File: src/rtl/fwd_pkg.sv
package fwd_pkg;
  typedef enum logic [1:0] {
    SEL_RF   = 2'b00,
    SEL_NEAR = 2'b01,
    SEL_FAR  = 2'b10
  } fwd_sel_e;
endpackage

File: src/rtl/fwd_hit.sv
module fwd_hit #(
  parameter int AW = 3
) (
  input  logic [AW-1:0] src_i,
  input  logic [AW-1:0] dst_i,
  input  logic          wr_i,
  output logic          hit_o
);
  localparam logic [AW-1:0] ZERO_REG = '0;
  // register 0 is hard-wired zero, never a forwarding target
  assign hit_o = wr_i && (src_i != ZERO_REG) && (src_i == dst_i);
endmodule

File: src/rtl/fwd_ex_sel.sv
module fwd_ex_sel
  import fwd_pkg::*;
#(
  parameter int AW = 3
) (
  input  logic          clk_i,
  input  logic          rst_ni,
  input  logic          en_i,
  input  logic [AW-1:0] src_i,
  input  logic [AW-1:0] dx_dst_i,
  input  logic          dx_wr_i,
  input  logic          dx_ld_i,
  input  logic [AW-1:0] xm_dst_i,
  input  logic          xm_wr_i,
  output fwd_sel_e      sel_o,
  output logic          lu_o
);
  logic     hit_dx, hit_xm;
  fwd_sel_e sel_d, sel_q;

  fwd_hit #(.AW(AW)) u_hit_dx (.src_i(src_i), .dst_i(dx_dst_i), .wr_i(dx_wr_i), .hit_o(hit_dx));
  fwd_hit #(.AW(AW)) u_hit_xm (.src_i(src_i), .dst_i(xm_dst_i), .wr_i(xm_wr_i), .hit_o(hit_xm));

  always_comb begin
    sel_d = SEL_RF;
    lu_o  = 1'b0;
    if (en_i) begin
      if (hit_dx) begin
        if (dx_ld_i) lu_o  = 1'b1;   // load data not ready: claim nothing
        else         sel_d = SEL_NEAR;
      end else if (hit_xm) begin
        sel_d = SEL_FAR;
      end
    end
  end

  always_ff @(posedge clk_i or negedge rst_ni) begin
    if (!rst_ni) sel_q <= SEL_RF;
    else         sel_q <= sel_d;
  end

  assign sel_o = sel_q;

  a_r1_near_sel: assert property (@(posedge clk_i) disable iff (!rst_ni)
    (en_i && hit_dx && !dx_ld_i) |=> (sel_q == SEL_NEAR));
  a_r2_young_wins: assert property (@(posedge clk_i) disable iff (!rst_ni)
    (en_i && hit_dx && hit_xm && !dx_ld_i) |=> (sel_q != SEL_FAR));
  a_r3_zero_reg: assert property (@(posedge clk_i) disable iff (!rst_ni)
    (src_i == '0) |=> (sel_q == SEL_RF));
  a_r5_lu_no_fwd: assert property (@(posedge clk_i) disable iff (!rst_ni)
    lu_o |=> (sel_q == SEL_RF));
  a_r8_off_sel: assert property (@(posedge clk_i) disable iff (!rst_ni)
    !en_i |=> (sel_q == SEL_RF));
  a_r10_sel_legal: assert property (@(posedge clk_i) disable iff (!rst_ni)
    sel_q != 2'b11);
endmodule

File: src/rtl/fwd_cmp_sel.sv
module fwd_cmp_sel #(
  parameter int AW = 3,
  parameter int DW = 16
) (
  input  logic          clk_i,
  input  logic          rst_ni,
  input  logic          en_i,
  input  logic [AW-1:0] src_i,
  input  logic [DW-1:0] rf_i,
  input  logic [AW-1:0] dx_dst_i,
  input  logic          dx_wr_i,
  input  logic          dx_ld_i,
  input  logic [DW-1:0] alu_res_i,
  input  logic [AW-1:0] xm_dst_i,
  input  logic          xm_wr_i,
  input  logic          xm_ld_i,
  input  logic [DW-1:0] xm_data_i,
  input  logic [AW-1:0] mw_dst_i,
  input  logic          mw_wr_i,
  input  logic [DW-1:0] mw_data_i,
  output logic [DW-1:0] val_o,
  output logic          hz_o
);
  logic hit_dx, hit_xm, hit_mw;

  fwd_hit #(.AW(AW)) u_hit_dx (.src_i(src_i), .dst_i(dx_dst_i), .wr_i(dx_wr_i), .hit_o(hit_dx));
  fwd_hit #(.AW(AW)) u_hit_xm (.src_i(src_i), .dst_i(xm_dst_i), .wr_i(xm_wr_i), .hit_o(hit_xm));
  fwd_hit #(.AW(AW)) u_hit_mw (.src_i(src_i), .dst_i(mw_dst_i), .wr_i(mw_wr_i), .hit_o(hit_mw));

  always_comb begin
    val_o = rf_i;
    hz_o  = 1'b0;
    if (en_i) begin
      if (hit_dx) begin
        if (dx_ld_i) hz_o  = 1'b1;
        else         val_o = alu_res_i;
      end else if (hit_xm) begin
        // load in memory stage: latch holds address, not data
        if (xm_ld_i) hz_o  = 1'b1;
        else         val_o = xm_data_i;
      end else if (hit_mw) begin
        val_o = mw_data_i;
      end
    end
  end

  a_r7_hz_rf: assert property (@(posedge clk_i) disable iff (!rst_ni)
    hz_o |-> (val_o == rf_i));
  a_r8_off_cmp: assert property (@(posedge clk_i) disable iff (!rst_ni)
    !en_i |-> (val_o == rf_i && !hz_o));
  a_r4_no_writer: assert property (@(posedge clk_i) disable iff (!rst_ni)
    (!dx_wr_i && !xm_wr_i && !mw_wr_i) |-> (val_o == rf_i && !hz_o));
  a_r6_mw_only: assert property (@(posedge clk_i) disable iff (!rst_ni)
    (en_i && hit_mw && !hit_dx && !hit_xm) |-> (val_o == mw_data_i));
endmodule

File: src/rtl/opnd_fwd_sel.sv
module opnd_fwd_sel
  import fwd_pkg::*;
#(
  parameter int AW = 3,
  parameter int DW = 16
) (
  input  logic          clk_i,
  input  logic          rst_ni,
  input  logic          fwd_en_i,
  input  logic [AW-1:0] ex_src0_addr_i,
  input  logic [AW-1:0] ex_src1_addr_i,
  input  logic [AW-1:0] cmp_a_addr_i,
  input  logic [AW-1:0] cmp_b_addr_i,
  input  logic [DW-1:0] cmp_a_rf_i,
  input  logic [DW-1:0] cmp_b_rf_i,
  input  logic [AW-1:0] dx_dst_i,
  input  logic          dx_wr_i,
  input  logic          dx_ld_i,
  input  logic [AW-1:0] xm_dst_i,
  input  logic          xm_wr_i,
  input  logic          xm_ld_i,
  input  logic [DW-1:0] xm_data_i,
  input  logic [AW-1:0] mw_dst_i,
  input  logic          mw_wr_i,
  input  logic [DW-1:0] mw_data_i,
  input  logic [DW-1:0] alu_res_i,
  output logic [1:0]    ex_sel0_o,
  output logic [1:0]    ex_sel1_o,
  output logic [DW-1:0] cmp_a_o,
  output logic [DW-1:0] cmp_b_o,
  output logic          load_use_o,
  output logic          cmp_hazard_o
);
  localparam int N_EX  = 2;
  localparam int N_CMP = 2;

  logic [AW-1:0] ex_src  [N_EX];
  fwd_sel_e      ex_sel  [N_EX];
  logic [N_EX-1:0] ex_lu;

  logic [AW-1:0] cmp_src [N_CMP];
  logic [DW-1:0] cmp_rf  [N_CMP];
  logic [DW-1:0] cmp_val [N_CMP];
  logic [N_CMP-1:0] cmp_hz;

  assign ex_src[0]  = ex_src0_addr_i;
  assign ex_src[1]  = ex_src1_addr_i;
  assign cmp_src[0] = cmp_a_addr_i;
  assign cmp_src[1] = cmp_b_addr_i;
  assign cmp_rf[0]  = cmp_a_rf_i;
  assign cmp_rf[1]  = cmp_b_rf_i;

  for (genvar g = 0; g < N_EX; g++) begin : g_ex
    fwd_ex_sel #(.AW(AW)) u_ex (
      .clk_i(clk_i), .rst_ni(rst_ni), .en_i(fwd_en_i), .src_i(ex_src[g]),
      .dx_dst_i(dx_dst_i), .dx_wr_i(dx_wr_i), .dx_ld_i(dx_ld_i),
      .xm_dst_i(xm_dst_i), .xm_wr_i(xm_wr_i),
      .sel_o(ex_sel[g]), .lu_o(ex_lu[g])
    );
  end

  for (genvar g = 0; g < N_CMP; g++) begin : g_cmp
    fwd_cmp_sel #(.AW(AW), .DW(DW)) u_cmp (
      .clk_i(clk_i), .rst_ni(rst_ni), .en_i(fwd_en_i), .src_i(cmp_src[g]), .rf_i(cmp_rf[g]),
      .dx_dst_i(dx_dst_i), .dx_wr_i(dx_wr_i), .dx_ld_i(dx_ld_i), .alu_res_i(alu_res_i),
      .xm_dst_i(xm_dst_i), .xm_wr_i(xm_wr_i), .xm_ld_i(xm_ld_i), .xm_data_i(xm_data_i),
      .mw_dst_i(mw_dst_i), .mw_wr_i(mw_wr_i), .mw_data_i(mw_data_i),
      .val_o(cmp_val[g]), .hz_o(cmp_hz[g])
    );
  end

  assign ex_sel0_o    = ex_sel[0];
  assign ex_sel1_o    = ex_sel[1];
  assign cmp_a_o      = cmp_val[0];
  assign cmp_b_o      = cmp_val[1];
  assign load_use_o   = |ex_lu;
  assign cmp_hazard_o = |cmp_hz;

  a_r9_reset_sel: assert property (@(posedge clk_i)
    !rst_ni |-> (ex_sel0_o == 2'b00 && ex_sel1_o == 2'b00));
  a_r8_off_flags: assert property (@(posedge clk_i) disable iff (!rst_ni)
    !fwd_en_i |-> (!load_use_o && !cmp_hazard_o));
endmodule

File: config.mk
export PLATFORM = sky130hd
export DESIGN_NAME = opnd_fwd_sel
export DESIGN_NICKNAME = d
export VERILOG_FILES = /design/src/rtl/fwd_pkg.sv /design/src/rtl/fwd_hit.sv /design/src/rtl/fwd_ex_sel.sv /design/src/rtl/fwd_cmp_sel.sv /design/src/rtl/opnd_fwd_sel.sv
export SDC_FILE = /design/constraint.sdc
export NUM_CORES = 1
export LEC_CHECK = 0
export CORE_MARGIN = 5
export CORE_UTILIZATION = 39
export CTS_CLUSTER_SIZE = 10
export DETAILED_ROUTE_END_ITERATION = 7
export GPL_ROUTABILITY_DRIVEN = 0
export PLACE_DENSITY = 0.84
export SETUP_SLACK_MARGIN = 0.1
export SYNTH_ARGS = -nofsm -noshare
export SYNTH_HDL_FRONTEND = slang
export SYNTH_SLANG_ARGS = --single-unit
File: constraint.sdc
create_clock -name clk_i -period 3.6 [get_ports clk_i]
set_input_delay 0.9 -clock clk_i [delete_from_list [all_inputs] [get_ports clk_i]]
set_output_delay 0.9 -clock clk_i [all_outputs]
set_load 0.02 [all_outputs]
==> summary.md <==
| Metric | Value |
|---|---|
| Status | complete, but fails checks |
| Violated checks | DRC, setup timing |
| Fin util | 0.7938 |
| Site row count | 32 |
| CP max FO | 6 |
| Root buffer cell | clkbuf_8 |
| CP endpoint kind | output port |
| Yosys reg bits | 4 |
| Setup WS post-layout | -232.3 ps |
| WS Path Type | in -> out |
| Critical Path RT | ~2700 ps |
| Die Span Y | 99.88 um |
| Number of diodes | 0 |
| Largest register FFs | 4 |
| Tcrit/Tclk final | 1.065 |
| Post-synthesis cell type count | 49 |
| CTS tree | done |
| Ports | around 150 |
| Number of global-route vias before repair | a little under 6000 |
| CTS sink count | 4 |
| Most common cell on crit path | buf_4 |
| Slew margin rel. | 0.5994 |
| Cell taking the most area after synthesis | mux2i_1 |
| Max Fclk | around 260 MHz |
| Setup TNS | -4736 ps |
| Mapped Area | ~3200 um^2 |
| GRT overflow | 0 |
| Clk pin slew, worst setup/hold paths | 30 ps |
| Hpwl dp | 12.13 mm |
| Largest net degree at the start of global routing | 24 |
| Core box area | around 8000 um^2 |
| CTS Buffer Depth | 2 |
| ANT nets after route | 0 |
| DP Cell Count | 812 |
| Drt first-iter violations | approximately 730 |
| Vias post-DR | approximately 5700 |
| Area growth from synthesis to layout | 96.70% |
| Max-cap viol count | 0 |
| Final instance area | between 6000 and 7000 um^2 |
| EDFF count, synth | 0 |
| CP Launch Point | cmp_b_addr_i[1] |
| CP Cell Sequence | clkdlybuf4s15_2 > xnor2_2 > nand4_1 > buf_4 > nor2_4 > buf_4 > a21o_1 > a221oi_1 > a41o_1 > buf_6 |
| Pwr Density | roughly 150 nW/um^2 |
| Num CTS Buffers | 3 |
| Leak pwr | about 2.7 nW |
| Nets | 837 |
| Top-area cell type share of the netlist area | 0.09849 |
| Final hold violations | 0 |
| Worst slew pin tran | about 580 ps |
| CP max stage delay | 310 ps |
| # setup viols final | 32 |
| DRC viols | 1 |
| Router iterations before antenna repair | 8 |
| Post-Route WL | around 20 mm |
| Worst Hold Class | in -> async |
| Peak VDD IR | 237.6 uV |
| Pins Over Slew Limit | 0 |
| Post-synthesis sequential area ratio | 0.03177 |
| RSZ-0062 raised after global routing | yes |
| Full die area | 9976 um^2 |
| Ys flop type | dfrtp_1 |
| Startpoint types | input pin |
| Initial antenna violation count | 0 |
| Post-cts hold buffer count | 0 |
| Avg Inst Size Synth | 6.443 um^2 |
| Starting density of the core | 0.4035 |
| Vias/cell | 6.879 |
| Async set-reset flop share out of synthesis | 1.000 |
| Fin cells | a little over 800 |
| GRT Overall Usage | 0.3529 |
| First-pass GRT wire length | 28.88 mm |
| H-tree depth | 1 |
| CP arrival | 2930 ps |
| Die Wd | about 100 um |
| Post-synthesis cell count | between 400 and 500 |
| Overall Power | between 0.0009 and 0.001 W |
| Yosys warning count | 0 |
| Top cells by area, synth | mux2i_1, o211ai_1, nor2_1, o21ai_0, a211o_1 |
| IO buf count | approximately 150 |
| Post-layout minimum cycle time | between 3000 and 4000 ps |
| Syn nets | approximately 600 |
| Wirelength per Cell | approximately 24 um |
| DP Area | between 5000 and 6000 um^2 |
| Slowest cell on crit path | nor2_4 |
| Share of cells above drive strength 1 | 0.3802 |
-- path summary, 6_finish.rpt --
check                                                   to  slack (ps)  cells past startpoint
worst min-delay path       g_ex[1].u_ex.sel_o[1]$_DFF_PN0_         890                      1
min in group clk_i         g_ex[0].u_ex.sel_o[1]$_DFF_PN0_        1260                      4
max in group asynchronous  g_ex[0].u_ex.sel_o[0]$_DFF_PN0_        2550                      1
worst max-delay path                            cmp_b_o[0]        -230                     10
-- metal layers --
| metal | GRT usage | routed length [um] | vias to the layer above |
|---|---|---|---|
| met5 | 0 | 0 | - |
| met4 | 0.2395 | 1966 | 0 |
| met3 | 0.07366 | 2618 | 247 |
| met2 | 0.5947 | 8692 | 654 |
| met1 | 0.3977 | 6461 | 2486 |
| li1 | - | - | 2309 |
-- critical path: cells and delay by family --
kind / cells / cell delay, ps
AO/OA/AOI/OAI: 3 / 460
XOR/XNOR: 1 / 200
buffers and inverters: 4 / 840
AND/OR/NAND/NOR: 2 / 530
-- logic make-up (layout without fill, tap and decap cells) --
group	count (synthesis)	count (layout)	synth area share
xor gates and xnor gates	23	23	0.06394
and+or+nand+nor	166	166	0.2593
buffers and inverters	67	304	0.08697
muxes	32	32	0.1021
DFF	4	4	0.03177
AOI/OAI and AO/OA	197	197	0.4559
-- repair_timing --
item | CTS | global route
buffers inserted | 11 | 2
endpoints found under the setup margin | 34 | 34
pin swaps | 38 | 24
gates resized for setup | 320 | 37
endpoints found under the hold margin | 0 | 0
cloned | 1 | 0
-- where the power goes --
group | internal, W | switching [W] | total, W
clock | 0.0000710 | 0.0000206 | 0.0000917
combinational | 0.000404 | 0.000402 | 0.000806
sequential | 0.0000461 | 0.000000208 | 0.0000463
-- cell type report --
class                   instances  area (um^2)
multi-input cells             418         3233
well taps                     102        127.6
repair buffers                280         2616
fillers                       429         1610
clock buffers                   3        41.29
inverters                      21        78.83
flip-flops and latches          4        100.1
-- layout by cell type, fill, tap and decap left out, types with 7 or more instances in the layout --
cell             instances
buf_4                  120
clkdlybuf4s50_1         94
nor2_1                  47
buf_6                   40
mux2i_1                 31
o211ai_1                29
o21ai_1                 22
nand2_1                 21
inv_1                   20
a21oi_2                 18
nor2b_1                 17
a22oi_2                 17
a211o_1                 17
nand2b_1                16
o21a_1                  16
nand2_2                 14
xnor2_1                 13
o21ai_0                 13
nor3_1                  12
a41o_1                  12
a21oi_1                  9
buf_12                   9
nand3_1                  7
-- Yosys cell counts (all sizes together), types with 5 or more instances --
library cell / n
clkbuf: 36
nand2: 35
a211o: 18
nor3b: 5
nand2b: 16
a41o: 12
buf: 10
o211ai: 29
a21o: 6
nor2b: 17
inv: 20
o21a: 16
a221o: 6
a21oi: 27
nor3: 17
xor2: 5
o21ai: 38
mux2i: 31
a221oi: 12
nor2: 53
nand3: 8
xnor2: 18
a22oi: 17
-- stage by stage --
stage                     setup slack [ps]  hold WS, ps
after detailed placement             -1024         1114
after global routing                -227.0        888.2
after global placement              -909.5         1102
after floorplan                     -32.17        604.4
final                               -232.3        887.4
after CTS                           -109.0        885.1
Power figures use the tool's default switching activity.
